[config.mk]
export PLATFORM = sky130hd
export DESIGN_NAME = instr_field_parser
export DESIGN_NICKNAME = d
export VERILOG_FILES = /design/src/rtl/ifp_pkg.sv /design/src/rtl/ifp_mode_dec.sv /design/src/rtl/ifp_field_ext.sv /design/src/rtl/instr_field_parser.sv
export SDC_FILE = /design/constraint.sdc
export NUM_CORES = 1
export LEC_CHECK = 0
export CAP_MARGIN = 20
export CORE_MARGIN = 3
export CORE_UTILIZATION = 61
export CTS_CLUSTER_SIZE = 10
export DETAILED_ROUTE_END_ITERATION = 10
export DONT_BUFFER_PORTS = 1
export PLACE_DENSITY = 0.75
export SYNTH_ARGS = -nofsm -noshare
export SYNTH_HDL_FRONTEND = slang
export SYNTH_SLANG_ARGS = --single-unit
[constraint.sdc]
create_clock -name clk_i -period 4.9 [get_ports clk_i]
set_input_delay 1.47 -clock clk_i [delete_from_list [all_inputs] [get_ports clk_i]]
set_output_delay 1.47 -clock clk_i [all_outputs]
set_load 0.1 [all_outputs]
[src/rtl/ifp_pkg.sv]
package ifp_pkg;
  localparam int unsigned FIELD_W = 32;
  localparam int unsigned LEN_W   = 4;
  localparam int unsigned CNT_W   = 3;

  typedef enum logic [2:0] {
    S_OPC, S_OPC2, S_MODRM, S_SIB, S_DISP, S_IMM
  } state_e;

  typedef struct packed {
    logic               two_byte;
    logic [7:0]         opc;
    logic               has_modrm;
    logic [7:0]         modrm;
    logic               has_sib;
    logic [7:0]         sib;
    logic [CNT_W-1:0]   disp_n;
    logic [FIELD_W-1:0] disp_raw;
    logic [CNT_W-1:0]   imm_n;
    logic [FIELD_W-1:0] imm_raw;
    logic               imm_sext;
    logic [LEN_W-1:0]   len;
  } rec_t;

  function automatic logic [CNT_W-1:0] imm_code_bytes(input logic [1:0] code);
    case (code)
      2'd1:    return CNT_W'(1);
      2'd2:    return CNT_W'(2);
      2'd3:    return CNT_W'(4);
      default: return '0;
    endcase
  endfunction

  // first pending field wins; S_OPC means the instruction is complete
  function automatic state_e pick_next(input logic need_modrm, input logic need_sib,
                                       input logic [CNT_W-1:0] dn, input logic [CNT_W-1:0] in);
    if (need_modrm)   return S_MODRM;
    if (need_sib)     return S_SIB;
    if (dn != '0)     return S_DISP;
    if (in != '0)     return S_IMM;
    return S_OPC;
  endfunction
endpackage

[src/rtl/ifp_mode_dec.sv]
module ifp_mode_dec
  import ifp_pkg::*;
(
  input  logic [1:0]       mod_i,
  input  logic [2:0]       low3_i,     // r/m, or base in the index phase
  input  logic             sib_phase_i,
  output logic             need_sib_o,
  output logic [CNT_W-1:0] disp_n_o
);
  always_comb begin
    need_sib_o = !sib_phase_i && (mod_i != 2'b11) && (low3_i == 3'b100);
    unique case (mod_i)
      2'b01:   disp_n_o = CNT_W'(1);
      2'b10:   disp_n_o = CNT_W'(4);
      2'b00:   disp_n_o = (low3_i == 3'b101) ? CNT_W'(4) : '0;
      default: disp_n_o = '0;
    endcase
  end
endmodule

[src/rtl/ifp_field_ext.sv]
module ifp_field_ext
  import ifp_pkg::*;
(
  input  logic [FIELD_W-1:0] raw_i,
  input  logic [CNT_W-1:0]   nbytes_i,
  input  logic               sext_i,
  output logic [FIELD_W-1:0] val_o
);
  always_comb begin
    unique case (nbytes_i)
      CNT_W'(1): val_o = {{(FIELD_W-8){sext_i & raw_i[7]}}, raw_i[7:0]};
      CNT_W'(2): val_o = {{(FIELD_W-16){sext_i & raw_i[15]}}, raw_i[15:0]};
      CNT_W'(4): val_o = raw_i;
      default:   val_o = '0;
    endcase
  end
endmodule

[src/rtl/instr_field_parser.sv]
module instr_field_parser
  import ifp_pkg::*;
#(
  parameter logic [7:0]  ESC_OPC  = 8'h0F,
  parameter int unsigned SEXT_BIT = 1
) (
  input  logic               clk_i,
  input  logic               rst_ni,
  input  logic               in_valid_i,
  input  logic [7:0]         in_byte_i,
  output logic               in_ready_o,
  input  logic               cls_modrm_i,
  input  logic [1:0]         cls_imm_code_i,
  input  logic               cls_sext_i,
  output logic               out_valid_o,
  output logic               out_two_byte_o,
  output logic [7:0]         out_opc_o,
  output logic               out_has_modrm_o,
  output logic [1:0]         out_mod_o,
  output logic [2:0]         out_reg_o,
  output logic [2:0]         out_rm_o,
  output logic               out_has_sib_o,
  output logic [1:0]         out_ss_o,
  output logic [2:0]         out_index_o,
  output logic [2:0]         out_base_o,
  output logic [2:0]         out_disp_bytes_o,
  output logic [31:0]        out_disp_o,
  output logic [2:0]         out_imm_bytes_o,
  output logic [31:0]        out_imm_o,
  output logic [3:0]         out_len_o
);
  localparam int unsigned MAX_LEN = 12;

  state_e           st_q, st_d;
  rec_t             wk_q, wk_d, rec_q;
  logic [1:0]       cnt_q, cnt_d;
  logic             rdy_q, vld_q;
  logic             acc, fin_opc, done;
  logic             dec_sib;
  logic [CNT_W-1:0] dec_dn;
  logic [1:0]       dec_mod;

  assign acc     = in_valid_i & rdy_q;
  assign dec_mod = (st_q == S_SIB) ? wk_q.modrm[7:6] : in_byte_i[7:6];

  ifp_mode_dec u_mode_dec (
    .mod_i       (dec_mod),
    .low3_i      (in_byte_i[2:0]),
    .sib_phase_i (st_q == S_SIB),
    .need_sib_o  (dec_sib),
    .disp_n_o    (dec_dn)
  );

  always_comb begin
    wk_d    = wk_q;
    st_d    = st_q;
    cnt_d   = cnt_q;
    fin_opc = 1'b0;
    if (acc) begin
      if (st_q == S_OPC) begin
        wk_d     = '0;
        wk_d.len = LEN_W'(1);
      end else begin
        wk_d.len = wk_q.len + 1'b1;
      end
      unique case (st_q)
        S_OPC: begin
          wk_d.opc = in_byte_i;
          if (in_byte_i == ESC_OPC) begin
            wk_d.two_byte = 1'b1;
            st_d          = S_OPC2;
          end else begin
            fin_opc = 1'b1;
          end
        end
        S_OPC2: begin
          wk_d.opc = in_byte_i;
          fin_opc  = 1'b1;
        end
        S_MODRM: begin
          wk_d.modrm   = in_byte_i;
          wk_d.has_sib = dec_sib;
          wk_d.disp_n  = dec_sib ? '0 : dec_dn;
          st_d = pick_next(1'b0, dec_sib, wk_d.disp_n, wk_q.imm_n);
        end
        S_SIB: begin
          wk_d.sib    = in_byte_i;
          wk_d.disp_n = dec_dn;
          st_d = pick_next(1'b0, 1'b0, dec_dn, wk_q.imm_n);
        end
        S_DISP: begin
          wk_d.disp_raw[{cnt_q, 3'b000} +: 8] = in_byte_i;
          if ({1'b0, cnt_q} == wk_q.disp_n - 1'b1) begin
            cnt_d = '0;
            st_d  = pick_next(1'b0, 1'b0, '0, wk_q.imm_n);
          end else begin
            cnt_d = cnt_q + 1'b1;
          end
        end
        S_IMM: begin
          wk_d.imm_raw[{cnt_q, 3'b000} +: 8] = in_byte_i;
          if ({1'b0, cnt_q} == wk_q.imm_n - 1'b1) begin
            cnt_d = '0;
            st_d  = S_OPC;
          end else begin
            cnt_d = cnt_q + 1'b1;
          end
        end
        default: st_d = S_OPC;
      endcase
      if (fin_opc) begin
        wk_d.has_modrm = cls_modrm_i;
        wk_d.imm_n     = imm_code_bytes(cls_imm_code_i);
        wk_d.imm_sext  = cls_sext_i & in_byte_i[SEXT_BIT];
        st_d = pick_next(cls_modrm_i, 1'b0, '0, wk_d.imm_n);
      end
    end
  end

  assign done = acc && (st_d == S_OPC);

  always_ff @(posedge clk_i or negedge rst_ni) begin
    if (!rst_ni) begin
      st_q  <= S_OPC;
      wk_q  <= '0;
      rec_q <= '0;
      cnt_q <= '0;
      rdy_q <= 1'b0;
      vld_q <= 1'b0;
    end else begin
      st_q  <= st_d;
      wk_q  <= wk_d;
      cnt_q <= cnt_d;
      rdy_q <= 1'b1;
      vld_q <= done;
      if (done) rec_q <= wk_d;
    end
  end

  ifp_field_ext u_disp_ext (
    .raw_i    (rec_q.disp_raw),
    .nbytes_i (rec_q.disp_n),
    .sext_i   (1'b1),
    .val_o    (out_disp_o)
  );

  ifp_field_ext u_imm_ext (
    .raw_i    (rec_q.imm_raw),
    .nbytes_i (rec_q.imm_n),
    .sext_i   (rec_q.imm_sext),
    .val_o    (out_imm_o)
  );

  assign in_ready_o       = rdy_q;
  assign out_valid_o      = vld_q;
  assign out_two_byte_o   = rec_q.two_byte;
  assign out_opc_o        = rec_q.opc;
  assign out_has_modrm_o  = rec_q.has_modrm;
  assign out_mod_o        = rec_q.modrm[7:6];
  assign out_reg_o        = rec_q.modrm[5:3];
  assign out_rm_o         = rec_q.modrm[2:0];
  assign out_has_sib_o    = rec_q.has_sib;
  assign out_ss_o         = rec_q.sib[7:6];
  assign out_index_o      = rec_q.sib[5:3];
  assign out_base_o       = rec_q.sib[2:0];
  assign out_disp_bytes_o = rec_q.disp_n;
  assign out_imm_bytes_o  = rec_q.imm_n;
  assign out_len_o        = rec_q.len;

  AST_VALID_AFTER_ACCEPT: assert property (@(posedge clk_i) disable iff (!rst_ni)
    vld_q |-> $past(acc));
  AST_SIB_RULE: assert property (@(posedge clk_i) disable iff (!rst_ni)
    vld_q |-> (rec_q.has_sib == (rec_q.has_modrm && rec_q.modrm[7:6] != 2'b11
                                 && rec_q.modrm[2:0] == 3'b100)));
  AST_DISP_WIDTH: assert property (@(posedge clk_i) disable iff (!rst_ni)
    vld_q |-> (rec_q.disp_n == 3'd0 || rec_q.disp_n == 3'd1 || rec_q.disp_n == 3'd4));
  AST_DISP_CNT_BOUND: assert property (@(posedge clk_i) disable iff (!rst_ni)
    (st_q == S_DISP) |-> ({1'b0, cnt_q} < wk_q.disp_n));
  AST_LEN_RANGE: assert property (@(posedge clk_i) disable iff (!rst_ni)
    vld_q |-> (rec_q.len != '0 && rec_q.len <= LEN_W'(MAX_LEN)));
  AST_BACK_TO_OPC: assert property (@(posedge clk_i) disable iff (!rst_ni)
    vld_q |-> (st_q == S_OPC));
endmodule

**Yosys cells after proc, flatten, opt, wreduce, memory -nomap -nowiden**

Cells that the tools add are included.

- ROM bits: 0
- Word-level logic and storage cells: 157
- Memories kept: 0
- Flip-flop bits (word level): 211
- RAM bits: 0
- Bits in latches: 0

- Bitwise gates (word level): 4
- Reduce and logical (&&, ||, !) cells: 14
- Mux-type cells: 82
- Add/subtract/negate cells: 5
- Shift operators: 2
- Magnitude comparators: 0
- Div/mod/pow operators: 0
- Equality and inequality tests: 22
- $mul: 0

Operators by type and width:

| operator | number |
|---|---|
| two-way mux 98 bit | 2 |
| case mux 32 bit (3 select lines) | 2 |
| two-way mux 102 bit | 1 |
| two-way mux 3 bit | 26 |
| bitwise mux 32 bit | 2 |
| two-way mux 32 bit | 2 |
| two-way mux 1 bit | 34 |
| variable shift 8 x 7 -> 32 bit, first input constant | 1 |
| variable part select 8 x 7 -> 32 bit | 1 |
| equality test 3 bit, second input constant | 6 |
| case mux 3 bit (3 select lines) | 2 |
| case mux 3 bit (6 select lines) | 1 |
| two-way mux 8 bit | 2 |
| equality test 3 x 2 -> 1 bit, second input constant | 4 |
| nonzero test 3 bit | 4 |
| equality test 3 x 1 -> 1 bit, second input constant | 3 |
| two-way mux 9 bit | 1 |
| equality test 8 x 4 -> 1 bit, second input constant | 1 |
| negation 5 -> 7 bit | 1 |
| equality test 2 bit, second input constant | 3 |
| equality test 2 x 3 -> 1 bit | 2 |
| zero test 3 bit | 2 |
| two-way mux 2 bit | 3 |
| case mux 3 bit (2 select lines) | 1 |
| other kinds (15) | 22 |

**Logic depth before layout (Yosys ltp)**

Gate-level depths: netlist of run 1.

- Depth after elaboration: 23
- Mapped depth: 10
- Mapped depth without buffers: 8

**Cells and area by module**

From an unflattened synthesis of run 1, not the netlist that was laid out.

- Cell total of the unflattened synthesis: 774
- Area, all modules: 9788.1 µm²

Modules (own cells, without submodules):

| module | cells each | instances | seq. area each (µm²) | area each (µm²) |
|---|---|---|---|---|
| instr_field_parser | 678 | 1 | 5280.1 | 9068.7 |
| ifp_field_ext | 44 | 2 | 0.0 | 335.3 |
| ifp_mode_dec | 8 | 1 | 0.0 | 48.8 |

**Worst setup path after synthesis of run 1**

OpenSTA, ideal clock, no wires.

- Path type: register to output
- Start: register rec_q (netlist bit out_disp_bytes_o[1])
- End: output port out_disp_o[10]
- Slack: 0.170 ns
- Arrival: 3.260 ns
- Required time: 3.430 ns
- Stages on the path, launching flop included: 5
- Cell sequence: dfrtp_1 clkbuf_1 nor3b_1 a21oi_1 o21ai_0

- Longest elaborated chain between the ends: 2
- Elaborated cells on any way between the ends: 4
- Those cells by class: eq/ne: 3; mux: 1

Ends and longest elaborated chain:

| element | line | text |
|---|---|---|
| start: declaration | instr_field_parser.sv:35 | `rec_t wk_q, wk_d, rec_q;` |
| start signal: assignment | instr_field_parser.sv:136 | `if (done) rec_q <= wk_d;` |
| equality test 3 bit (tied with other cells) | ifp_field_ext.sv:10 | `unique case (nbytes_i)` |
| case mux 32 bit (3 select lines) (*) | ifp_field_ext.sv:10 |  |
| end: declaration | instr_field_parser.sv:27 | `output logic [31:0] out_disp_o,` |

Every way passes the cells marked *; elsewhere a longest branch is shown, timed or not.

**Worst setup path in the final report of run 1**

- Start: register rec_q (netlist bit out_imm_bytes_o[1])
- End: output port out_imm_o[6]

- Longest elaborated chain between the ends: 2
- Elaborated cells on any way between the ends: 4
- Those cells by class: eq/ne: 3; mux: 1

Ends and longest elaborated chain:

| element | line | text |
|---|---|---|
| equality test 3 bit (tied with other cells) | ifp_field_ext.sv:10 |  |
| case mux 32 bit (3 select lines) (*) | ifp_field_ext.sv:10 |  |
| end: declaration | instr_field_parser.sv:29 | `output logic [31:0] out_imm_o,` |

Marked as above.

==> run metrics, run 1 <==
largest area contributor in the netlist=dfrtp_1; DIE WIDTH=131.1 um; DP HPWL=13840 um; number of routed nets with antenna violations=0; Die Area=17190 um^2; buffer depth of the longest clock path=3; Layout area overhead=13.26%; clk root buf=clkbuf_16; Max-Cap Viols=0; io pins=118; worst setup path start=out_imm_bytes_o[1]; status=complete, no violations; Mapped Nets=841; CP endpoint=out_imm_o[6]; vias in the first global route=6751; Post-Syn Instances=818; core box area=15260 um^2; Final Wtd Congestion=0.8632; residual DRC count=0; Worst path depth=3; Setup TNS Final=0 ns; Via Count=6409; DR pass1 iterations=5; Clk network pwr share=41.3%; DR WL/cell=20.32 um; worst skew pair latency=0.50 ns; nets@finish=866; P_leak=5.628 nW; CTS tree=built; RSZ-0062 raised after global routing=false; Tot GR Track Use=25.06%; CP Capture Type=primary output; I/O Buffers=0; Max Freq=237.3 MHz; vias per inst=6.081; # Post-CTS Setup Buffers=0; number of synthesis warnings=0; Ant. Diodes=0; reg2reg end=rec_q[59]; Max stage delay on crit path=1.09 ns; worst path required time=3.43 ns; relative slew slack=23.89%; Startpoint Class=register; dominant synthesized flop cell=dfrtp_1; dominant cells by area after synthesis=dfrtp_1 (55%), mux2_1 (8.3%), a22o_1 (5.9%), mux2_2 (3.9%), nand2_1 (3.3%); first-pass GRT wire length=35510 um; DRT iter0 DRCs=472; period utilization=86.01%; Num CTS Buffers=25; P_sw=0.8400 mW; register area share after synthesis=55.30%; Clock Skew=0.01329 ns; Post-Syn Area=9548 um^2; sequential power share=51.6%; hold buffers post-CTS=0; cell chain of the critical path=o21ai_0 -> and2_1 -> buf_4; post-CTS sizing=0; Slew @ Worst Pin=1.142 ns; Buffers & Inverters on Critical Path=1; largest net degree at the start of global routing=212; register bit total from synthesis=211; share of cells above drive strength 1=17.91%; Rows=45; Synth top area share=55.30%; Sw Ratio=22.62%; Synth cell types=58; final WL=21420 um; delay-heaviest family, CP=flip-flops; total congestion overflow=0; CP max-delay cell=dfrtp_1; Slew Limit Fails=0; clock slew at reported path FFs=0.05 ns; Hold Crit Class=reg2reg; R2R Path Start=st_q[1]; Int Power=2.873 mW; Core Util, Final=70.87%; Post-synth EDFFs=0; Arrival @ worst endpoint=2.74 ns; Initial Util=62.57%; crit path time final=4.214 ns; combinational fraction of design power=7.1%; Max H-tree Level=1; Synth Area per Inst=11.67 um^2; Max IR drop VDD=0.3405 mV; crit-path max FO=8; P per Cell Area=343.3 nW/um^2; R2R depth=7; Hold Fails Final Rpt=0; # setup viols final=0; Chip Height=131.1 um; TritonCTS Sinks=211; Synth async-reset ratio=100.0%; initial antenna violation count=0; FF-to-FF setup slack=1.45 ns; Setup CP Type=reg2out
==> final cells by class <==
class	count	area (um^2)
Clock buffer	26	629.4
Multi-Input combinational cell	506	3722
Tap cell	211	264.0
Timing Repair Buffer	78	830.8
Fill cell	1044	4444
Inverter	21	78.83
Sequential cell	211	5280
Clock inverter	1	8.758
==> placed cells by master (no fill, tap or decap), drive strengths merged, types with 15 or more instances in the layout <==
cell    Yosys  layout
nor2       29      29
a21o       41      41
nand3      17      17
buf        51      78
mux2      103     103
clkbuf     29      26
a21oi      15      15
a22o       64      64
nand2      85      85
inv        21      22
o21ai      45      45
and2       18      18
dfrtp     211     211
==> synth_stat cells (4+ instances only) <==
master,n
dfrtp_1,211
nand2_1,85
mux2_1,70
a22o_1,64
a21o_1,41
o21ai_0,37
buf_4,34
mux2_2,33
clkbuf_1,29
nor2_1,29
inv_1,21
and2_1,17
nand3_1,17
a21oi_1,15
buf_2,8
buf_6,8
ha_1,8
nor3_1,8
o21ai_1,8
and3_1,5
nand3b_1,5
xnor2_1,5
xor2_1,5
nand4_1,4
o22ai_1,4
==> flip-flops by register name, summed over array words and instances (netlist names) <==
register          cells
cnt_q                 2
in_ready_o            1
out_base_o            3
out_disp_bytes_o      3
out_has_modrm_o       1
out_has_sib_o         1
out_imm_bytes_o       3
out_index_o           3
out_len_o             4
out_mod_o             2
out_opc_o             8
out_reg_o             3
out_rm_o              3
out_ss_o              2
out_two_byte_o        1
out_valid_o           1
rec_q                65
st_q                  3
wk_q                102
==> per-layer routing <==
metal / part of all wire (%) / vias up / track usage (%)
met5: 0 / - / 0
met4: 2.4 / 0 / 8.693
met3: 6.5 / 44 / 5.360
met2: 50 / 224 / 42.31
met1: 41 / 3243 / 32.48
li1: - / 2898 / -
==> tightest hold or removal path: cells and delay by family (launching register included) <==
family	cells	cell delay, ns
DFF	1	0.32
and+or+nand+nor	2	0.11
==> kinds of logic (layout without fill, tap and decap cells) <==
group / Yosys count / after routing / share of synthesized area, %
AO/OA/AOI/OAI: 189 / 189 / 14.36
other: 1 / 1 / 0.03928
buffers and inverters: 101 / 126 / 6.041
XOR/XNOR: 10 / 10 / 0.9173
multiplexers: 105 / 105 / 12.36
AND/OR/NAND/NOR: 193 / 193 / 9.933
flip-flops: 211 / 211 / 55.30
adder cells (fa/ha/maj): 8 / 8 / 1.048
==> stage by stage <==
step / hold slack [ns] / worst slack [ns] / cells / cell area (um^2) / total power [mW]
floorplan: 0.4361 / 0.1696 / 818 / 9548 / 2.135
global placement: 0.4481 / 1.123 / 1025 / 10150 / 2.175
detailed placement: 0.4540 / 1.028 / 1025 / 10150 / 2.198
CTS: 0.4671 / 0.5424 / 1052 / 10790 / 3.731
global route: 0.4847 / 0.6300 / 1054 / 10810 / 3.851
finish: 0.4708 / 0.6857 / 1054 / 10810 / 3.713
==> how the worst min path moves through the flow <==
stage,from,to,slack (ns),cells after the start
final,wk_q[98],wk_q[98],0.47,2
after global placement,wk_q[100],wk_q[100],0.45,2
after detailed placement,wk_q[98],wk_q[98],0.45,2
after floorplan,wk_q[100],wk_q[100],0.44,2
after CTS,wk_q[98],wk_q[98],0.47,2
after global routing,wk_q[98],wk_q[98],0.48,2
==> power groups by stage <==
| stage | Sequential (mW) | Clock, mW | Combinational, mW |
|---|---|---|---|
| detailed placement | 1.94 | 0 | 0.256 |
| floorplan | 1.92 | 0 | 0.214 |
| global placement | 1.93 | 0 | 0.241 |
| finish | 1.91 | 1.53 | 0.265 |
| global route | 1.92 | 1.63 | 0.296 |
| CTS | 1.91 | 1.56 | 0.261 |
No activity file was read; power rests on OpenSTA's default activity.
==> run 2: changes to the inputs <==
Settings changed: REMOVE_ABC_BUFFERS set to 1.
==> run metrics, run 2 (synthesis gave the netlist of run 1 again) <==
DIE WIDTH=131.1 um (unchanged); period utilization=83.71% (was 86.01%); Clock Skew=0.01400 ns (was 0.01329 ns); Hold Crit Class=reg2reg (unchanged); Num CTS Buffers=25 (unchanged); status=complete, no violations (unchanged); Most flops, register=wk_q (unchanged); Ant. Diodes=0 (unchanged); share of cells above drive strength 1=17.81% (was 17.91%); # setup viols final=0 (unchanged); reg2reg end=out_disp_bytes_o[1] (was rec_q[59]); R2R depth=7 (unchanged); Initial Util=62.57% (unchanged); commonest non-fill, non-tap cell in the layout=dfrtp_1 (unchanged); fill count=1084 (was 1044); P per Cell Area=342.6 nW/um^2 (was 343.3 nW/um^2); delay-heaviest family, CP=simple AND/OR/NAND/NOR gates (was flip-flops); io pins=118 (unchanged); crit-path max FO=16 (was 8); CTS tree=built (unchanged); Max IR drop VDD=0.2427 mV (was 0.3405 mV); Final Non-Filler Cells=1053 (was 1054); relative slew slack=26.74% (was 23.89%); Tot GR Track Use=24.76% (was 25.06%); clk root buf=clkbuf_16 (unchanged); Max Freq=243.8 MHz (was 237.3 MHz); worst hold margin=0.4721 ns (was 0.4708 ns); initial antenna violation count=0 (unchanged); met2 wire length=10480 um (was 10660 um); Setup CP Type=reg2out (unchanged); R2R Path Start=st_q[1] (unchanged); I/O Buffers=0 (unchanged); DR pass1 iterations=5 (unchanged); Arrival @ worst endpoint=2.63 ns (was 2.74 ns); Rows=45 (unchanged); DRT iter0 DRCs=495 (was 472); cell chain of the critical path=buf_4 -> nor3b_2 -> a21o_1 -> buf_4 (was o21ai_0 -> and2_1 -> buf_4); crit path time final=4.102 ns (was 4.214 ns); clock slew at reported path FFs=0.06 ns (was 0.05 ns); first-pass GRT wire length=35250 um (was 35510 um); Slew @ Worst Pin=1.099 ns (was 1.142 ns); Slew Limit Fails=0 (unchanged); Layout area overhead=13.20% (was 13.26%); post-CTS sizing=0 (unchanged); Startpoint Class=register (unchanged); largest net degree at the start of global routing=212 (unchanged); DR WL/cell=20.36 um (was 20.32 um); FF-to-FF setup slack=1.34 ns (was 1.45 ns); CP max-delay cell=nor3b_2 (was dfrtp_1); buffer depth of the longest clock path=3 (unchanged); most frequent cells in the layout=dfrtp_1 (211), nand2_1 (85), mux2_1 (70), a22o_1 (64), buf_4 (57) (was dfrtp_1 (211), nand2_1 (85), mux2_1 (70), a22o_1 (64), buf_4 (58)); Max H-tree Level=1 (unchanged); Design Power=3.703 mW (was 3.713 mW); Max stage delay on crit path=0.90 ns (was 1.09 ns); Via Count=6518 (was 6409); worst skew pair latency=0.50 ns (about the same); fin area=10810 um^2 (about the same); worst path required time=3.43 ns (about the same); residual DRC count=0 (unchanged); Cell Area, Placed=10140 um^2 (was 10150 um^2); CP endpoint=out_imm_o[22] (was out_imm_o[6]); Worst path depth=4 (was 3); Die Area=17190 um^2 (unchanged); Top Metal Used=met4 (unchanged); Max-Cap Viols=0 (unchanged); met3 WL=1506 um (was 1393 um); DP HPWL=13580 um (was 13840 um); hold buffers post-CTS=0 (unchanged); CP Capture Type=primary output (unchanged); Final Wtd Congestion=0.8488 (was 0.8632); placed cells=1024 (was 1025); final WL=21440 um (was 21420 um); Crit path top cell by count=buf_4; P_leak=5.627 nW (was 5.628 nW); nets@finish=864 (was 866); vias in the first global route=6750 (was 6751); core box area=15260 um^2 (unchanged); metal1 wirelength=8850 um (was 8851 um); TritonCTS Sinks=211 (unchanged); Hold Fails Final Rpt=0 (unchanged); total congestion overflow=0 (unchanged); worst setup path start=out_imm_bytes_o[2] (was out_imm_bytes_o[1]); RSZ-0062 raised after global routing=false (unchanged); number of routed nets with antenna violations=0 (unchanged); Buffers & Inverters on Critical Path=2 (was 1); Chip Height=131.1 um (unchanged); # Post-CTS Setup Buffers=0 (unchanged); vias per inst=6.190 (was 6.081); Largest register FFs=102 (unchanged)
==> run 2: cell types whose count changed in the layout (fill, tap and decap cells not counted), sizes merged <==
cell	change
buf	-2
clkbuf	+1
==> run 2: power by group <==
group | internal [mW] | switching (mW) | leakage (nW)
logic | 0.118 | 0.139 | 2.42
clock network | 0.901 | 0.634 | 0.315
registers | 1.86 | 0.0537 | 2.89
==> run 2: worst reg2reg max path, delay by kind of cell (launching register included) <==
family	cells	cell delay, ns
buffers and inverters	1	0.35
AO/OA/AOI/OAI	3	0.74
flip-flops	1	1.07
multiplexers	1	0.50
AND/OR/NAND/NOR	2	0.78
==> run 2: cell type report <==
type | instances | area (um^2) | share of cell area [%]
clock inverters | 1 | 8.758 | 0.08104
inverters | 21 | 78.83 | 0.7293
clock buffers | 27 | 633.1 | 5.858
repair buffers | 76 | 815.8 | 7.548
flip-flops and latches | 211 | 5280 | 48.85
well taps | 211 | 264.0 | 2.443
multi-input cells | 506 | 3727 | 34.49
==> run 2: worst min-delay path by stage <==
stage / slack, ns / start / to / cells past startpoint
3_3_place_gp: 0.45 / wk_q[93] / wk_q[93] / 2
2_1_floorplan: 0.44 / wk_q[100] / wk_q[100] / 2
5_1_grt: 0.49 / rec_q[40] / rec_q[40] / 1
6_report: 0.47 / wk_q[93] / wk_q[93] / 2
3_5_place_dp: 0.47 / rec_q[40] / rec_q[40] / 1
4_1_cts: 0.48 / wk_q[93] / wk_q[93] / 2
==> run 2: layer usage <==
| layer | vias to the layer above | GRT usage (%) |
|---|---|---|
| met5 | - | 0 |
| met1 | 3282 | 33.63 |
| li1 | 2898 | - |
| met3 | 55 | 5.781 |
| met4 | 0 | 8.285 |
| met2 | 283 | 39.92 |
==> run 2: metrics by stage <==
step           TNS [ns]  setup WS, ns  utilization, %
3_3_place_gp          0         1.097           66.45
3_5_place_dp          0         1.004           66.45
5_1_grt               0        0.6290           70.83
2_1_floorplan   -164.62        -1.629               -
6_report              0        0.7980           70.83
4_1_cts               0        0.7816           70.65
